**config.mk**
```make
export PLATFORM = sky130hd
export DESIGN_NAME = rate_mult
export DESIGN_NICKNAME = d
export VERILOG_FILES = /design/src/rtl/rm_pkg.sv /design/src/rtl/rm_counter.sv /design/src/rtl/rm_gate_decode.sv /design/src/rtl/rm_aoi_out.sv /design/src/rtl/rate_mult.sv
export SDC_FILE = /design/constraint.sdc
export NUM_CORES = 1
export LEC_CHECK = 0
export CAP_MARGIN = 20
export CORE_MARGIN = 3
export CORE_UTILIZATION = 25
export DETAILED_ROUTE_END_ITERATION = 8
export SKIP_CTS_REPAIR_TIMING = 1
export SLEW_MARGIN = 25
export SYNTH_ARGS = -nofsm -noshare
export SYNTH_HDL_FRONTEND = slang
export SYNTH_SLANG_ARGS = --single-unit
```
**constraint.sdc**
```tcl
create_clock -name clk -period 1.85 [get_ports clk]
set_input_delay 0.185 -clock clk [delete_from_list [all_inputs] [get_ports clk]]
set_output_delay 0.185 -clock clk [all_outputs]
set_load 0.02 [all_outputs]
```
**src/rtl/rm_pkg.sv**
```systemverilog
// Package: shared constants for the rate multiplier.
// Assumes a counter width of a few bits; all other sizes derive from it.
package rm_pkg;
    localparam int RM_WIDTH  = 6;
    localparam int RM_STATES = 1 << RM_WIDTH;
endpackage

```
**src/rtl/rm_counter.sv**
```systemverilog
// Module: rm_counter
// Synchronous binary counter with a synchronous active-high clear and an
// active-low count enable, plus an active-low terminal-count flag.
// Assumes: clear overrides the enable; the flag is combinational in the enable.
module rm_counter #(
    parameter int WIDTH = rm_pkg::RM_WIDTH
) (
    input  logic             clk,
    input  logic             clr,
    input  logic             cnt_en_n,
    output logic [WIDTH-1:0] count_q,
    output logic             term_n
);
    localparam logic [WIDTH-1:0] STEP = WIDTH'(1);

    // Purpose: clear, advance or hold the count on each rising edge.
    always_ff @(posedge clk) begin
        if (clr) begin
            count_q <= '0;
        end else if (!cnt_en_n) begin
            count_q <= count_q + STEP;
        end
    end

    // Purpose: flag the all-ones state while counting is enabled.
    always_comb begin
        term_n = ~((&count_q) & ~cnt_en_n);
    end
endmodule

```
**src/rtl/rm_gate_decode.sv**
```systemverilog
// Module: rm_gate_decode
// Decodes the counter state into one gate-open line per select bit. The line
// for select bit k opens when the lowest WIDTH-1-k counter bits are all ones
// and the bit above them is zero, so bit k opens on 2^k of 2^WIDTH states.
// Assumes: at most one line is open in any state; none opens in the all-ones state.
module rm_gate_decode #(
    parameter int WIDTH = rm_pkg::RM_WIDTH
) (
    input  logic [WIDTH-1:0] count_q,
    output logic [WIDTH-1:0] gate_open
);
    // Purpose: build one decode term per select bit.
    for (genvar k = 0; k < WIDTH; k++) begin : g_gate
        localparam int J = WIDTH - 1 - k;
        if (J == 0) begin : g_top
            assign gate_open[k] = ~count_q[0];
        end else begin : g_low
            assign gate_open[k] = (&count_q[J-1:0]) & ~count_q[J];
        end
    end
endmodule

```
**src/rtl/rm_aoi_out.sv**
```systemverilog
// Module: rm_aoi_out
// Output stage: an AND-OR-INVERT of the opened gates, the select bits, the Z
// enable and the LOW clock phase, plus the Y output as its gated complement.
// Assumes: pulses exist only while the clock is LOW.
module rm_aoi_out #(
    parameter int WIDTH = rm_pkg::RM_WIDTH
) (
    input  logic             clk,
    input  logic             zen_n,
    input  logic             yen_n,
    input  logic [WIDTH-1:0] rate_sel,
    input  logic [WIDTH-1:0] gate_open,
    output logic             pulse_z_n,
    output logic             pulse_y
);
    logic any_gate;

    // Purpose: combine the selected and opened gates.
    always_comb begin
        any_gate = |(rate_sel & gate_open);
    end

    // Purpose: drop Z during the LOW clock phase when a gate passes.
    always_comb begin
        pulse_z_n = ~(~clk & ~zen_n & any_gate);
    end

    // Purpose: complement Z into Y, held LOW while Y is disabled.
    always_comb begin
        pulse_y = ~pulse_z_n & ~yen_n;
    end
endmodule

```
**src/rtl/rate_mult.sv**
```systemverilog
// Module: rate_mult
// Binary rate multiplier: gives rate_sel/2^WIDTH of the clock pulses on Z,
// with a complement on Y and a terminal count for cascading.
// Assumes: one clock; clr is a synchronous, active-high master reset.
module rate_mult #(
    parameter int WIDTH = rm_pkg::RM_WIDTH
) (
    input  logic             clk,
    input  logic             cnt_en_n,
    input  logic             clr,
    input  logic             zen_n,
    input  logic             yen_n,
    input  logic [WIDTH-1:0] rate_sel,
    output logic             term_n,
    output logic             pulse_z_n,
    output logic             pulse_y
);
    logic [WIDTH-1:0] count_q;
    logic [WIDTH-1:0] gate_open;

    // Purpose: state counter and terminal-count flag.
    rm_counter #(.WIDTH(WIDTH)) u_cnt (
        .clk      (clk),
        .clr      (clr),
        .cnt_en_n (cnt_en_n),
        .count_q  (count_q),
        .term_n   (term_n)
    );

    // Purpose: per-select-bit gate decode.
    rm_gate_decode #(.WIDTH(WIDTH)) u_dec (
        .count_q   (count_q),
        .gate_open (gate_open)
    );

    // Purpose: pulse output stage.
    rm_aoi_out #(.WIDTH(WIDTH)) u_out (
        .clk       (clk),
        .zen_n     (zen_n),
        .yen_n     (yen_n),
        .rate_sel  (rate_sel),
        .gate_open (gate_open),
        .pulse_z_n (pulse_z_n),
        .pulse_y   (pulse_y)
    );
endmodule

```
==> After elaboration in Yosys (flattened, before gate mapping) <==
Cells that the tools add are included.
{ "word_totals": {"register_bits": 6, "input_bits": 11, "word_cells": 30} }
{ "op_classes": {"n_addsub": 1, "n_bitwise": 22, "n_reduce_logical": 6} }
{ "op_table": {"columns": ["operator", "n"], "rows": [
  ["$not A1 Y1", 12],
  ["$and A1 B1 Y1", 9],
  ["$add A6 B1 Y6 const B", 1],
  ["$and A6 B6 Y6", 1],
  ["$reduce_and A6 Y1", 1],
  ["$reduce_or A6 Y1", 1],
  ["$reduce_and A5 Y1", 1],
  ["$reduce_and A4 Y1", 1],
  ["$reduce_and A3 Y1", 1],
  ["$reduce_and A2 Y1", 1]
]} }

==> Longest topological paths before layout <==
Gate-level depths: netlist of run 1.
{ "logic_depth": {"ltp_word": 6, "ltp_mapped": 6, "ltp_nobuf": 6} }

==> Cells and area by module <==
Synthesis of run 1 repeated with hierarchy kept, for this count alone.
{ "unflattened": {"hier_cells": 40, "area_unflattened_um2": 374.1} }
{ "modules_own_cells": {"columns": ["mod", "instances", "cells_per_inst", "area_per_inst_um2", "seq_area_each_um2"], "rows": [
  ["rm_counter", 1, 26, 271.5, 120.1],
  ["rm_gate_decode", 1, 8, 56.3, 0.0],
  ["rm_aoi_out", 1, 6, 46.3, 0.0]
]} }

==> run_results.csv, run 1 <==
group,metric,value,unit
routing,drc,0,
cells_and_area,register_area,123,um^2
sta,slew-limit-headroom,80.2,%
critical_path,startpoint_type,"register",
floorplan,top_level_ports,14,
critical_path,crit_end,"pulse_y",
floorplan,die_x,46.2,um
cells_and_area,fin_util,52.1,%
cells_and_area,largest_register,"u_cnt.count_q",
run_status,outcome,"finished with violations",
critical_path,crit_type,"reg -> out",
power_and_ir_drop,peakVddDrop,0.312,mV
sta,fin_worst_skew,0.000970,ns
grt,grt_pass1_wl,1750,um
critical_path,rr_worst_depth,6,
sta,worst_slew_pin_slew,0.296,ns
clock_tree,tritoncts,"done",
worst_hold_path,hp-class,"in -> reg",
sta,fmax,0.504,GHz
power_and_ir_drop,p_int,0.000371,W
power_and_ir_drop,total_power,0.000517,W
yosys,synth_fp_nets,67,
cells_and_area,layout_common_cells,"10 x clkdlybuf4s50_1, 10 x buf_4, 9 x nor2_1",
critical_path,crit_path_end_kind,"primary output",
placed_design,gp_congestion,0.730,
cells_and_area,finalNetCount,97,
power_and_ir_drop,cellPowerDensity,710,nW/um^2
placed_design,port_buffers,13,
yosys,synth_cells,50,
yosys,syn-mean-instance-area,8.08,um^2
worst_hold_path,min-delay-start,"clr",
routing,drt-initial-drc-count,4,
power_and_ir_drop,leakagePower,0.302,nW
critical_path,worstPathMaxFanout,3,
critical_path,ff2ff_setup_slack,0.62,ns
critical_path,worstSetupStartpoint,"u_cnt.count_q[0]",
cells_and_area,fillers,143,
cells_and_area,area_growth,80.2,%
floorplan,core,1400,um^2
cells_and_area,reg_top3,"u_cnt.count_q: 6 flops",
floorplan,start_util,28.9,%
routing,num_vias,462,
routing,dr.pass1.iters,4,
grt,grt_max_degree,10,
grt,grt.overflow.total,0,
yosys,ys_warn_count,0,
sta,min_period_over_period,107,%
routing,ant_nets,0,
yosys,synth_top_area_share,29.7,%
routing,routedWlPerCell,12.4,um
floorplan,dieArea,2130,um^2
sta,rsz0062_at_grt,"yes",
placed_design,dp_cells,85,
cells_and_area,multi_input_area,320,um^2
sta,finalSetupViolations,4,
clock_tree,clk_pin_slew,0.05,ns
floorplan,rows,13,
yosys,yosys-top-cells-area,"dfxtp_1 30%, ha_1 19%, nor2_1 8.4%, a21oi_1 5.0%, nand3_1 5.0%",
yosys,ys_seq_elements,6,
yosys,synthesis.area,404,um^2
power_and_ir_drop,p_comb_share,11.8,%
critical_path,r2r-start,"u_cnt.count_q[0]",
critical_path,crit_required,1.66,ns
sta,final-hold-violation-count,0,
grt,antenna_found_initial,0,
floorplan,dieHeight,46.2,um
yosys,synth_cell_types,20,
routing,via_per_inst,4.91,
run_status,violations,"negative setup slack",
cells_and_area,drive_gt1_share,38.0,%
power_and_ir_drop,seqPwrFrac,27.1,%
flow_run,drv_cap,0,
cells_and_area,layout.cells.non_filler,94,
power_and_ir_drop,p_switching,0.000146,W
routing,routed_wirelength,1170,um
critical_path,r2r_end,"u_cnt.count_q[4]",
sta,worst_slack,-0.132,ns
sta,slew_viol_final,0,
placed_design,dpl.hpwl,759,um
cells_and_area,largest_reg_flops,6,
grt,grt_pass1_vias,490,
grt,track_usage,13.2,%
cells_and_area,diodes,0,
sta,fin_crit,1.98,ns
critical_path,cp.arrival,1.80,ns
power_and_ir_drop,swShare,28.3,%
yosys,ys_seq_area_share,29.7,%
yosys,synth_area_leader_cell,"dfxtp_1",
clock_tree,clk_latency,0.36,ns
power_and_ir_drop,pwr-share-clk,61.1,%
sta,fin_hold_ws,0.563,ns
[cell usage after synthesis]
| cell type | n |
|---|---|
| o21a_1 | 1 |
| buf_6 | 1 |
| and3_1 | 2 |
| ha_1 | 6 |
| inv_1 | 3 |
| o22ai_1 | 1 |
| nor3_1 | 1 |
| nor2b_4 | 1 |
| dfxtp_1 | 6 |
| a21oi_1 | 4 |
| or3_1 | 1 |
| mux2_2 | 1 |
| nand2_1 | 3 |
| xor2_1 | 1 |
| a22oi_1 | 1 |
| o21ai_0 | 2 |
| nand2b_1 | 1 |
| nor2b_1 | 1 |
| nor2_1 | 9 |
| nand3_1 | 4 |
[metal layers]
layer | wire length (um) | vias up | share of wire (%) | GRT usage [%]
met3 | 91 | 6 | 7.8 | 4.30
li1 | - | 228 | - | -
met1 | 433 | 207 | 37 | 10.6
met5 | 0 | - | 0 | 0
met4 | 39 | 0 | 3.3 | 22.7
met2 | 601 | 21 | 52 | 19.2
[power by group through the flow]
stage	clock network, W	logic [W]	registers, W
after floorplan	0.0000255	0.0000206	0.000142
after global placement	0.0000422	0.0000587	0.000139
after detailed placement	0.0000422	0.0000584	0.000139
after CTS	0.000334	0.0000594	0.000137
after global routing	0.000340	0.0000689	0.000140
final	0.000316	0.0000611	0.000140
[worst max-delay path: stages (launching register included)]
cell	delay, ns
dfxtp_2	0.33
ha_4	0.16
and3_4	0.19
ha_4	0.15
a22oi_2	0.16
nand3_1	0.12
o21a_1	0.21
buf_6	0.13
[worst min-delay path by stage]
stage / to / slack, ns / cells after the start
finish: u_cnt.count_q[4] / 0.56 / 2
global route: u_cnt.count_q[2] / 0.57 / 2
CTS: u_cnt.count_q[2] / 0.54 / 2
detailed placement: u_cnt.count_q[4] / 0.59 / 3
global placement: u_cnt.count_q[5] / 0.57 / 2
floorplan: u_cnt.count_q[3] / 0.25 / 1
[cell families after synthesis]
family          share of synthesized area (%)
fa+ha+maj                                18.6
flops                                    29.7
simple gates                             28.5
compound gates                           12.7
xor+xnor                                 2.17
buf+inv                                  5.57
mux                                      2.79
[stage by stage]
step / setup WS [ns] / instance area [um^2] / setup TNS [ns]
finish: -0.132 / 728 / -0.235
global route: -0.218 / 728 / -0.433
CTS: -0.661 / 661 / -1.36
detailed placement: -0.239 / 604 / -0.417
global placement: -0.198 / 604 / -0.335
floorplan: 0.0157 / 407 / 0
[cell type report]
| class | count | share of cell area, % |
|---|---|---|
| Timing Repair Buffer | 20 | 24.7 |
| Multi-Input combinational cell | 40 | 44.0 |
| Tap cell | 15 | 2.58 |
| Inverter | 3 | 1.55 |
| Clock buffer | 10 | 10.3 |
| Sequential cell | 6 | 16.8 |
(Power assumes the default switching activity.)
==> run 2, diff against run 1 <==
- CTS_CLUSTER_DIAMETER: default -> 150
==> results of run 2 <==
Same layout as run 1: the final DEF is identical, and so are final timing and power.
==> run 3, diff against run 2 <==
- GPL_TIMING_DRIVEN: default -> 0
==> run_results.csv, run 3 (same netlist as run 1, synthesis figures left out) <==
group,metric,value,unit
floorplan,top_level_ports,14,
worst_hold_path,min-delay-start,"cnt_en_n",
critical_path,crit_required,1.66,ns
cells_and_area,drive_gt1_share,31.1,%
clock_tree,clk_latency,0.35,ns
critical_path,startpoint_type,"register",
routing,via_per_inst,4.82,
sta,fmax,0.498,GHz
cells_and_area,largest_reg_flops,6,
floorplan,dieHeight,46.2,um
critical_path,crit_path_end_kind,"primary output",
sta,finalSetupViolations,4,
routing,dr.pass1.iters,4,
routing,dr.max_layer_used,"met4",
cells_and_area,diodes,0,
grt,grt_pass1_wl,1550,um
sta,rsz0062_at_grt,"yes",
cells_and_area,fin_util,48.5,%
routing,route.met2.wl,474,um
clock_tree,tritoncts,"done",
run_status,violations,"negative setup slack",
cells_and_area,register_area,128,um^2
cells_and_area,layout_common_cells,"9 x nor2_1, 9 x clkdlybuf4s50_1, 7 x clkbuf_4",
run_status,outcome,"finished with violations",
floorplan,die_x,46.2,um
critical_path,worstPathMaxFanout,5,
grt,grt.overflow.total,0,
power_and_ir_drop,total_power,0.000507,W
critical_path,crit_type,"reg -> out",
power_and_ir_drop,peakVddDrop,0.393,mV
routing,drt-initial-drc-count,4,
critical_path,r2r_end,"u_cnt.count_q[4]",
clock_tree,clk_pin_slew,0.05,ns
grt,track_usage,12.0,%
flow_run,drv_cap,0,
cells_and_area,area_growth,67.8,%
critical_path,r2r-start,"u_cnt.count_q[1]",
grt,grt_pass1_vias,406,
sta,tns,-0.270,ns
power_and_ir_drop,cellPowerDensity,748,nW/um^2
grt,grt_max_degree,11,
sta,fin_worst_skew,0.00284,ns
routing,wl_met3,93,um
placed_design,place_ws,-0.355,ns
sta,fin_crit,2.01,ns
floorplan,core,1400,um^2
critical_path,worstSetupStartpoint,"u_cnt.count_q[1]",
worst_hold_path,hp-class,"in -> reg",
power_and_ir_drop,leakagePower,0.283,nW
sta,slew-limit-headroom,81.8,%
sta,slew_viol_final,0,
routing,routedWlPerCell,11.8,um
worst_hold_path,hold_path_depth,3,
placed_design,gp_congestion,0.752,
grt,antenna_found_initial,0,
worst_hold_path,worst_hold_path.endpoint,"u_cnt.count_q[4]",
sta,worst_slew_pin_slew,0.272,ns
floorplan,dieArea,2130,um^2
sta,final-hold-violation-count,0,
sta,worst_slack,-0.159,ns
placed_design,port_buffers,12,
critical_path,rr_worst_depth,6,
routing,wirelength_met1,427,um
floorplan,rows,13,
cells_and_area,largest_register,"u_cnt.count_q",
floorplan,start_util,28.9,%
routing,num_vias,429,
cells_and_area,finalNetCount,92,
cells_and_area,reg_top3,"u_cnt.count_q: 6 flops",
routing,drc,0,
cells_and_area,multi_input_area,302,um^2
routing,routed_wirelength,1050,um
critical_path,ff2ff_setup_slack,0.59,ns
routing,ant_nets,0,
sta,min_period_over_period,109,%
critical_path,cp.arrival,1.82,ns
cells_and_area,fillers,137,
sta,fin_hold_ws,0.120,ns
-- run 3: cell count changes in the layout (fill, tap and decap cells not counted), moves of 2 or more --
| cell | delta |
|---|---|
| ha_1 | +2 |
| buf_4 | -5 |
| dfxtp_2 | -2 |
| dfxtp_4 | +2 |
-- run 3: routing by layer --
layer / GRT usage [%] / up-vias
li1: - / 218
met1: 10.4 / 187
met2: 13.5 / 18
met3: 7.03 / 6
met4: 22.7 / 0
met5: 0 / -
-- run 3: layout make-up --
cell class,count,area share [%]
Sequential cell,6,18.8
Timing Repair Buffer,14,19.6
Tap cell,15,2.77
Inverter,3,1.66
Clock buffer,10,11.1
Buffer,1,1.66
Multi-Input combinational cell,40,44.5
-- run 3: worst max-delay path, cell delays in order (launching register included) --
cell     delay [ns]
dfxtp_4        0.36
ha_4           0.16
and3_4         0.19
ha_4           0.16
a22oi_2        0.18
nand3_2        0.10
o21a_1         0.20
buf_6          0.13
-- run 3: stage by stage --
step | area, um^2 | instances
finish | 678 | 89
global route | 678 | 89
CTS | 602 | 85
detailed placement | 546 | 77
global placement | 546 | 77
floorplan | 407 | 50
-- run 3: how the worst max path moves through the flow --
stage	endpoint	slack, ns	depth (start not counted)
final	pulse_y	-0.16	7
after global routing	pulse_y	-0.24	7
after CTS	pulse_z_n	-0.75	7
after detailed placement	pulse_z_n	-0.35	7
after global placement	pulse_z_n	-0.34	7
after floorplan	pulse_z_n	0.02	6
-- run 3: power by group --
| group | switching (W) | leakage, nW | total (W) | internal (W) |
|---|---|---|---|---|
| Clock | 0.000109 | 0.0496 | 0.000308 | 0.000199 |
| Combinational | 0.0000219 | 0.184 | 0.0000577 | 0.0000358 |
| Sequential | 0.00000685 | 0.0500 | 0.000141 | 0.000134 |
| Total | 0.000138 | 0.283 | 0.000507 | 0.000369 |
